==> config.mk <==
export PLATFORM = sky130hd
export DESIGN_NAME = pwr_mode_reg
export DESIGN_NICKNAME = d
export VERILOG_FILES = /design/src/rtl/pwr_mode_pkg.sv /design/src/rtl/pwr_mode_ctrl.sv /design/src/rtl/pwr_mode_regs.sv /design/src/rtl/pwr_mode_reg.sv
export SDC_FILE = /design/constraint.sdc
export NUM_CORES = 1
export LEC_CHECK = 0
export ABC_CLOCK_PERIOD_IN_PS = 2100
export BUFFER_PORTS_ARGS = -buffer_cell sky130_fd_sc_hd__clkbuf_2
export CORE_AREA = 2 2 39 41
export CTS_CLUSTER_SIZE = 30
export DETAILED_ROUTE_END_ITERATION = 10
export DIE_AREA = 0 0 41 43
export PLACE_DENSITY_LB_ADDON = 0.1
export SYNTH_ARGS = -nofsm -noshare
export SYNTH_HDL_FRONTEND = slang
export SYNTH_SLANG_ARGS = --single-unit
==> constraint.sdc <==
create_clock -name clk -period 2.1 [get_ports clk]
set_clock_uncertainty 0.15 [all_clocks]
set_input_delay 0.63 -clock clk [delete_from_list [all_inputs] [get_ports clk]]
set_output_delay 0.63 -clock clk [all_outputs]
set_load 0.01 [all_outputs]
==> src/rtl/pwr_mode_pkg.sv <==
package pwr_mode_pkg;
  localparam int DATA_W = 8;
  localparam int ADDR_W = 8;

  localparam int BIT_IDL   = 0;
  localparam int BIT_PD    = 1;
  localparam int BIT_GF0   = 2;
  localparam int BIT_GF1   = 3;
  localparam int BIT_POF   = 4;
  localparam int BIT_RSV   = 5;
  localparam int BIT_FRAME = 6;
  localparam int BIT_BAUD  = 7;

  localparam logic [DATA_W-1:0] COLD_VALUE = DATA_W'(1) << BIT_POF;

  typedef struct packed {
    logic porLoad;
    logic warmLoad;
    logic swWrite;
    logic irqClear;
  } pwrStrobe_t;
endpackage

==> src/rtl/pwr_mode_ctrl.sv <==
module pwr_mode_ctrl
  import pwr_mode_pkg::*;
#(
  parameter logic [ADDR_W-1:0] REG_ADDR = 8'h87
) (
  input  logic              clk,
  input  logic              porRst,
  input  logic              warmRst,
  input  logic [ADDR_W-1:0] sfrAddr,
  input  logic              sfrWe,
  input  logic              irqPending,
  output logic              addrHit,
  output pwrStrobe_t        strobe
);
  logic anyReset;

  always_comb begin
    addrHit         = (sfrAddr == REG_ADDR);
    anyReset        = porRst | warmRst;
    strobe.porLoad  = porRst;
    strobe.warmLoad = warmRst & ~porRst;
    strobe.swWrite  = sfrWe & addrHit & ~anyReset;
    strobe.irqClear = irqPending & ~anyReset;
  end

  // a reset and a software load are never issued together
  assert_reset_blocks_write_R10: assert property (@(posedge clk)
    (porRst || warmRst) |-> !strobe.swWrite);
endmodule

==> src/rtl/pwr_mode_regs.sv <==
module pwr_mode_regs
  import pwr_mode_pkg::*;
(
  input  logic              clk,
  input  pwrStrobe_t        strobe,
  input  logic [DATA_W-1:0] wrData,
  output logic [DATA_W-1:0] regVal
);
  logic baudQ, frameQ, pofQ, gf1Q, gf0Q, pdQ, idlQ;

  always_ff @(posedge clk) begin
    if (strobe.porLoad) begin
      baudQ  <= COLD_VALUE[BIT_BAUD];
      frameQ <= COLD_VALUE[BIT_FRAME];
      pofQ   <= COLD_VALUE[BIT_POF];
      gf1Q   <= COLD_VALUE[BIT_GF1];
      gf0Q   <= COLD_VALUE[BIT_GF0];
      pdQ    <= COLD_VALUE[BIT_PD];
      idlQ   <= COLD_VALUE[BIT_IDL];
    end else if (strobe.warmLoad) begin
      baudQ  <= 1'b0;
      frameQ <= 1'b0;
      gf1Q   <= 1'b0;
      gf0Q   <= 1'b0;
      pdQ    <= 1'b0;
      idlQ   <= 1'b0;
    end else begin
      if (strobe.swWrite) begin
        baudQ  <= wrData[BIT_BAUD];
        frameQ <= wrData[BIT_FRAME];
        pofQ   <= wrData[BIT_POF];
        gf1Q   <= wrData[BIT_GF1];
        gf0Q   <= wrData[BIT_GF0];
        pdQ    <= wrData[BIT_PD];
        idlQ   <= wrData[BIT_IDL];
      end
      if (strobe.irqClear) idlQ <= 1'b0;
    end
  end

  always_comb begin
    regVal            = '0;
    regVal[BIT_BAUD]  = baudQ;
    regVal[BIT_FRAME] = frameQ;
    regVal[BIT_RSV]   = 1'b0;
    regVal[BIT_POF]   = pofQ;
    regVal[BIT_GF1]   = gf1Q;
    regVal[BIT_GF0]   = gf0Q;
    regVal[BIT_PD]    = pdQ;
    regVal[BIT_IDL]   = idlQ;
  end

  assert_cold_value_R3: assert property (@(posedge clk)
    strobe.porLoad |=> (regVal == COLD_VALUE));

  assert_warm_keeps_flag_R4: assert property (@(posedge clk) disable iff (strobe.porLoad)
    strobe.warmLoad |=> (regVal == ($past(regVal) & COLD_VALUE)));

  assert_irq_clears_idle_R7: assert property (@(posedge clk)
    disable iff (strobe.porLoad || strobe.warmLoad)
    strobe.irqClear |=> !regVal[BIT_IDL]);

  assert_hold_when_quiet_R1: assert property (@(posedge clk)
    disable iff (strobe.porLoad || strobe.warmLoad)
    (!strobe.swWrite && !strobe.irqClear) |=> $stable(regVal));

  assert_write_stores_R2: assert property (@(posedge clk)
    disable iff (strobe.porLoad || strobe.warmLoad)
    (strobe.swWrite && !strobe.irqClear) |=>
      (regVal == ($past(wrData) & ~(DATA_W'(1) << BIT_RSV))));
endmodule

==> src/rtl/pwr_mode_reg.sv <==
module pwr_mode_reg
  import pwr_mode_pkg::*;
#(
  parameter logic [ADDR_W-1:0] REG_ADDR = 8'h87
) (
  input  logic              clk,
  input  logic              porRst,
  input  logic              warmRst,
  input  logic [ADDR_W-1:0] sfrAddr,
  input  logic              sfrWe,
  input  logic [DATA_W-1:0] sfrWdata,
  output logic [DATA_W-1:0] sfrRdata,
  input  logic              irqPending,
  output logic              idleMode,
  output logic              pdMode,
  output logic              baudDouble,
  output logic              frameSel
);
  pwrStrobe_t        strobe;
  logic              addrHit;
  logic [DATA_W-1:0] regVal;

  pwr_mode_ctrl #(.REG_ADDR(REG_ADDR)) u_ctrl (
    .clk        (clk),
    .porRst     (porRst),
    .warmRst    (warmRst),
    .sfrAddr    (sfrAddr),
    .sfrWe      (sfrWe),
    .irqPending (irqPending),
    .addrHit    (addrHit),
    .strobe     (strobe)
  );

  pwr_mode_regs u_regs (
    .clk    (clk),
    .strobe (strobe),
    .wrData (sfrWdata),
    .regVal (regVal)
  );

  always_comb begin
    sfrRdata   = addrHit ? regVal : '0;
    idleMode   = regVal[BIT_IDL];
    pdMode     = regVal[BIT_PD];
    baudDouble = regVal[BIT_BAUD];
    frameSel   = regVal[BIT_FRAME];
  end
endmodule

==> flow_summary.toml <==
[status]
status = "finished, violations left"
failed_checks = "setup timing"

[min_path]
min_path_type = "flop to flop"
hold_depth = 2

[die]
die_width_microns = 41
start_util = 0.3083
dieArea_sq_mm = 0.001763
row_count = 14
ios = 33
core_area_sq_mm = 0.001384
die-height_microns = 43

[sta]
setup_slack_ps = -157.0
hold_ws_ps = 322.0
rsz0062_at_grt = "true"
tns_ps = -1063
report.final.setup_viol = 7
period_share = 1.075
period_needed_ps = 2257
timing.final.max_slew_violations = 0
clock.fmax_mhz = 443.1
hold_violations = 0

[layout]
drive_above_1_share = 0.5930
fin_nets = 108
antennaDiodeCount = 0
area_delta_synth_final_pct = 81.53
seqCellArea_sq_um = 140.1
multi_input_area_sq_um = 306.5
fillers = 142

[yosys]
synth_cell_type_count = 18
syn_area_per_cell_sq_um = 9.078
synth-edff-count = 0
syn_inst = 47
yosysTopAreaCellShare = 0.3284
synth_nets = 68
ys_top_cells_by_count = "and3_1, dfxtp_1, nand4_1, o31ai_1, a21boi_1"
yosysSeqAreaShare = 0.3284
ys_ff_latch = 7
ys_top_cells_by_area = "dfxtp_1, o31ai_1, and3_1"
yosys.area.top_type = "dfxtp_1"
ys.flop_type = "dfxtp_1"
netlist_area_sq_um = 426.7
yosys_warnings = 0
synthArstFlopShare = 0

[placement]
dp_hpwl_microns = 901.8
place_ws_ps = -194.5
globalplace.congestion = 0.7046
portBuffers = 30

[setup_path]
crit_required_ps = 1320
crit_type = "primary input to output port"
cp_max_fo = 6
slowest_delay_ps = 310
crit_arrival_ps = 1480
crit_path_top_delay_cell = "nor4b_4"
worstRegToRegCells = 2
cp-start-kind = "primary input"
critPathMostFrequentCell = "buf_6"
path_cells = "buf_6, nor4b_4, buf_6, and3_4, buf_6"
cp-end-kind = "output port"

[route]
drc_errors = 0
vias_per_cell = 5.157
vias = 526
wire_per_inst_microns = 11.56
dr.first_iter.drc_count = 7
routed_wl_microns = 1179
first_pass_iters = 2
drtAntennaViolNets = 0

[clock_network]
clk_latency_ps = 240
cts_tree = "built"
postCtsHoldBufs = 0
clockBufferDepth = 2
cts_made_buffers = 3
cts.sinks = 7
clkTransAtPathRegs_ps = 60
cts_root_buf = "clkbuf_4"
h-tree-depth = 1

[power_and_ir_drop]
switching_share = 0.2420
power.density_mw_per_mm2 = 394.2
seq_power_share = 0.435
pwr-share-clk = 0.405
combinationalPowerShare = 0.160
intPower_uw = 231.4
peakVddDrop_uv = 225.2
leakagePower_uw = 0.0003382
power.net_switching_uw = 73.88

[grt]
grt_pass1_wl_microns = 1738
grt_max_degree = 13
grt_overflow = 0
antenna_found_initial = 0
grt_usage = 0.1482
grt_pass1_vias = 411

[job]
max_cap_violations = 0
-- logic make-up (layout without fill, tap and decap cells) --
| kind of cell | count (synthesis) | after routing | synth area share |
|---|---|---|---|
| AND/OR/NAND/NOR | 21 | 21 | 0.3695 |
| buffers and inverters | 5 | 44 | 0.05571 |
| other | 1 | 1 | 0.008789 |
| AO/OA/AOI/OAI | 12 | 12 | 0.2141 |
| flip-flops | 7 | 7 | 0.3284 |
| multiplexers | 1 | 1 | 0.02346 |
-- area by class of cell --
type                       count  area share
multi-input combinational     35      0.3958
tap                           16     0.02585
inverter                       1    0.004847
sequential                     7      0.1809
clock buffer                   4     0.03393
timing repair buffer          39      0.3586
-- critical path, delay by kind of cell --
| family | cells | cell delay, ps |
|---|---|---|
| AND/OR/NAND/NOR | 2 | 490 |
| buffers and inverters | 3 | 360 |
-- state kept, by name, summed over array words and instances (netlist names) --
register and cells:
u_regs.baudQ 1, u_regs.frameQ 1, u_regs.gf0Q 1, u_regs.gf1Q 1, u_regs.idlQ 1, u_regs.pdQ 1, u_regs.pofQ 1
-- cells in the final DEF, fill, tap and decap left out, types with 3 or more instances in the layout --
cell,netlist,final
dfxtp_1,7,7
clkbuf_4,0,3
buf_4,1,8
and3_4,0,7
clkbuf_2,0,21
o31ai_1,6,6
a21boi_1,5,5
nor2_1,3,3
buf_6,0,10
nand4_1,6,6
-- routing by layer --
metal,vias to the layer above,GRT usage,wire length [microns]
met5,-,0,0
li1,263,-,-
met3,0,0.04712,98
met1,241,0.1889,500
met2,22,0.2219,580
met4,0,0.06000,0
-- through the flow --
| stage | power [uW] | util | std cells | instance area [sq um] |
|---|---|---|---|---|
| after floorplan | 152.8 | - | 47 | 481.7 |
| after global placement | 179.4 | 0.4810 | 95 | 665.6 |
| after detailed placement | 179.6 | 0.4810 | 95 | 665.6 |
| after CTS | 305.9 | 0.5027 | 99 | 695.7 |
| after global routing | 327.0 | 0.5597 | 102 | 774.5 |
| final | 305.3 | 0.5597 | 102 | 774.5 |
-- path summary, 6_finish.rpt --
| check | to | slack (ps) | from |
|---|---|---|---|
| max | sfrRdata[1] | -160 | sfrAddr[5] |
| min | u_regs.gf1Q | 320 | u_regs.gf1Q |
| max reg2reg | u_regs.idlQ | 1020 | u_regs.idlQ |
| min reg2reg | u_regs.gf1Q | 320 | u_regs.gf1Q |
-- power groups by stage --
stage / Sequential (uW) / Clock (uW) / Combinational, uW
CTS: 133 / 129 / 44.4
finish: 133 / 124 / 48.8
global placement: 136 / 0 / 43.6
detailed placement: 136 / 0 / 43.8
global route: 133 / 140 / 53.9
floorplan: 136 / 0 / 17.0
-- what timing repair did --
action                     in CTS  in global routing
resized for setup               1                 21
setup buffers                   0                  2
setup endpoints to repair       7                  7
hold endpoints to repair        0                  0
pin swaps                       0                  3
cloned                          0                  1
Power figures use the tool's default switching activity.
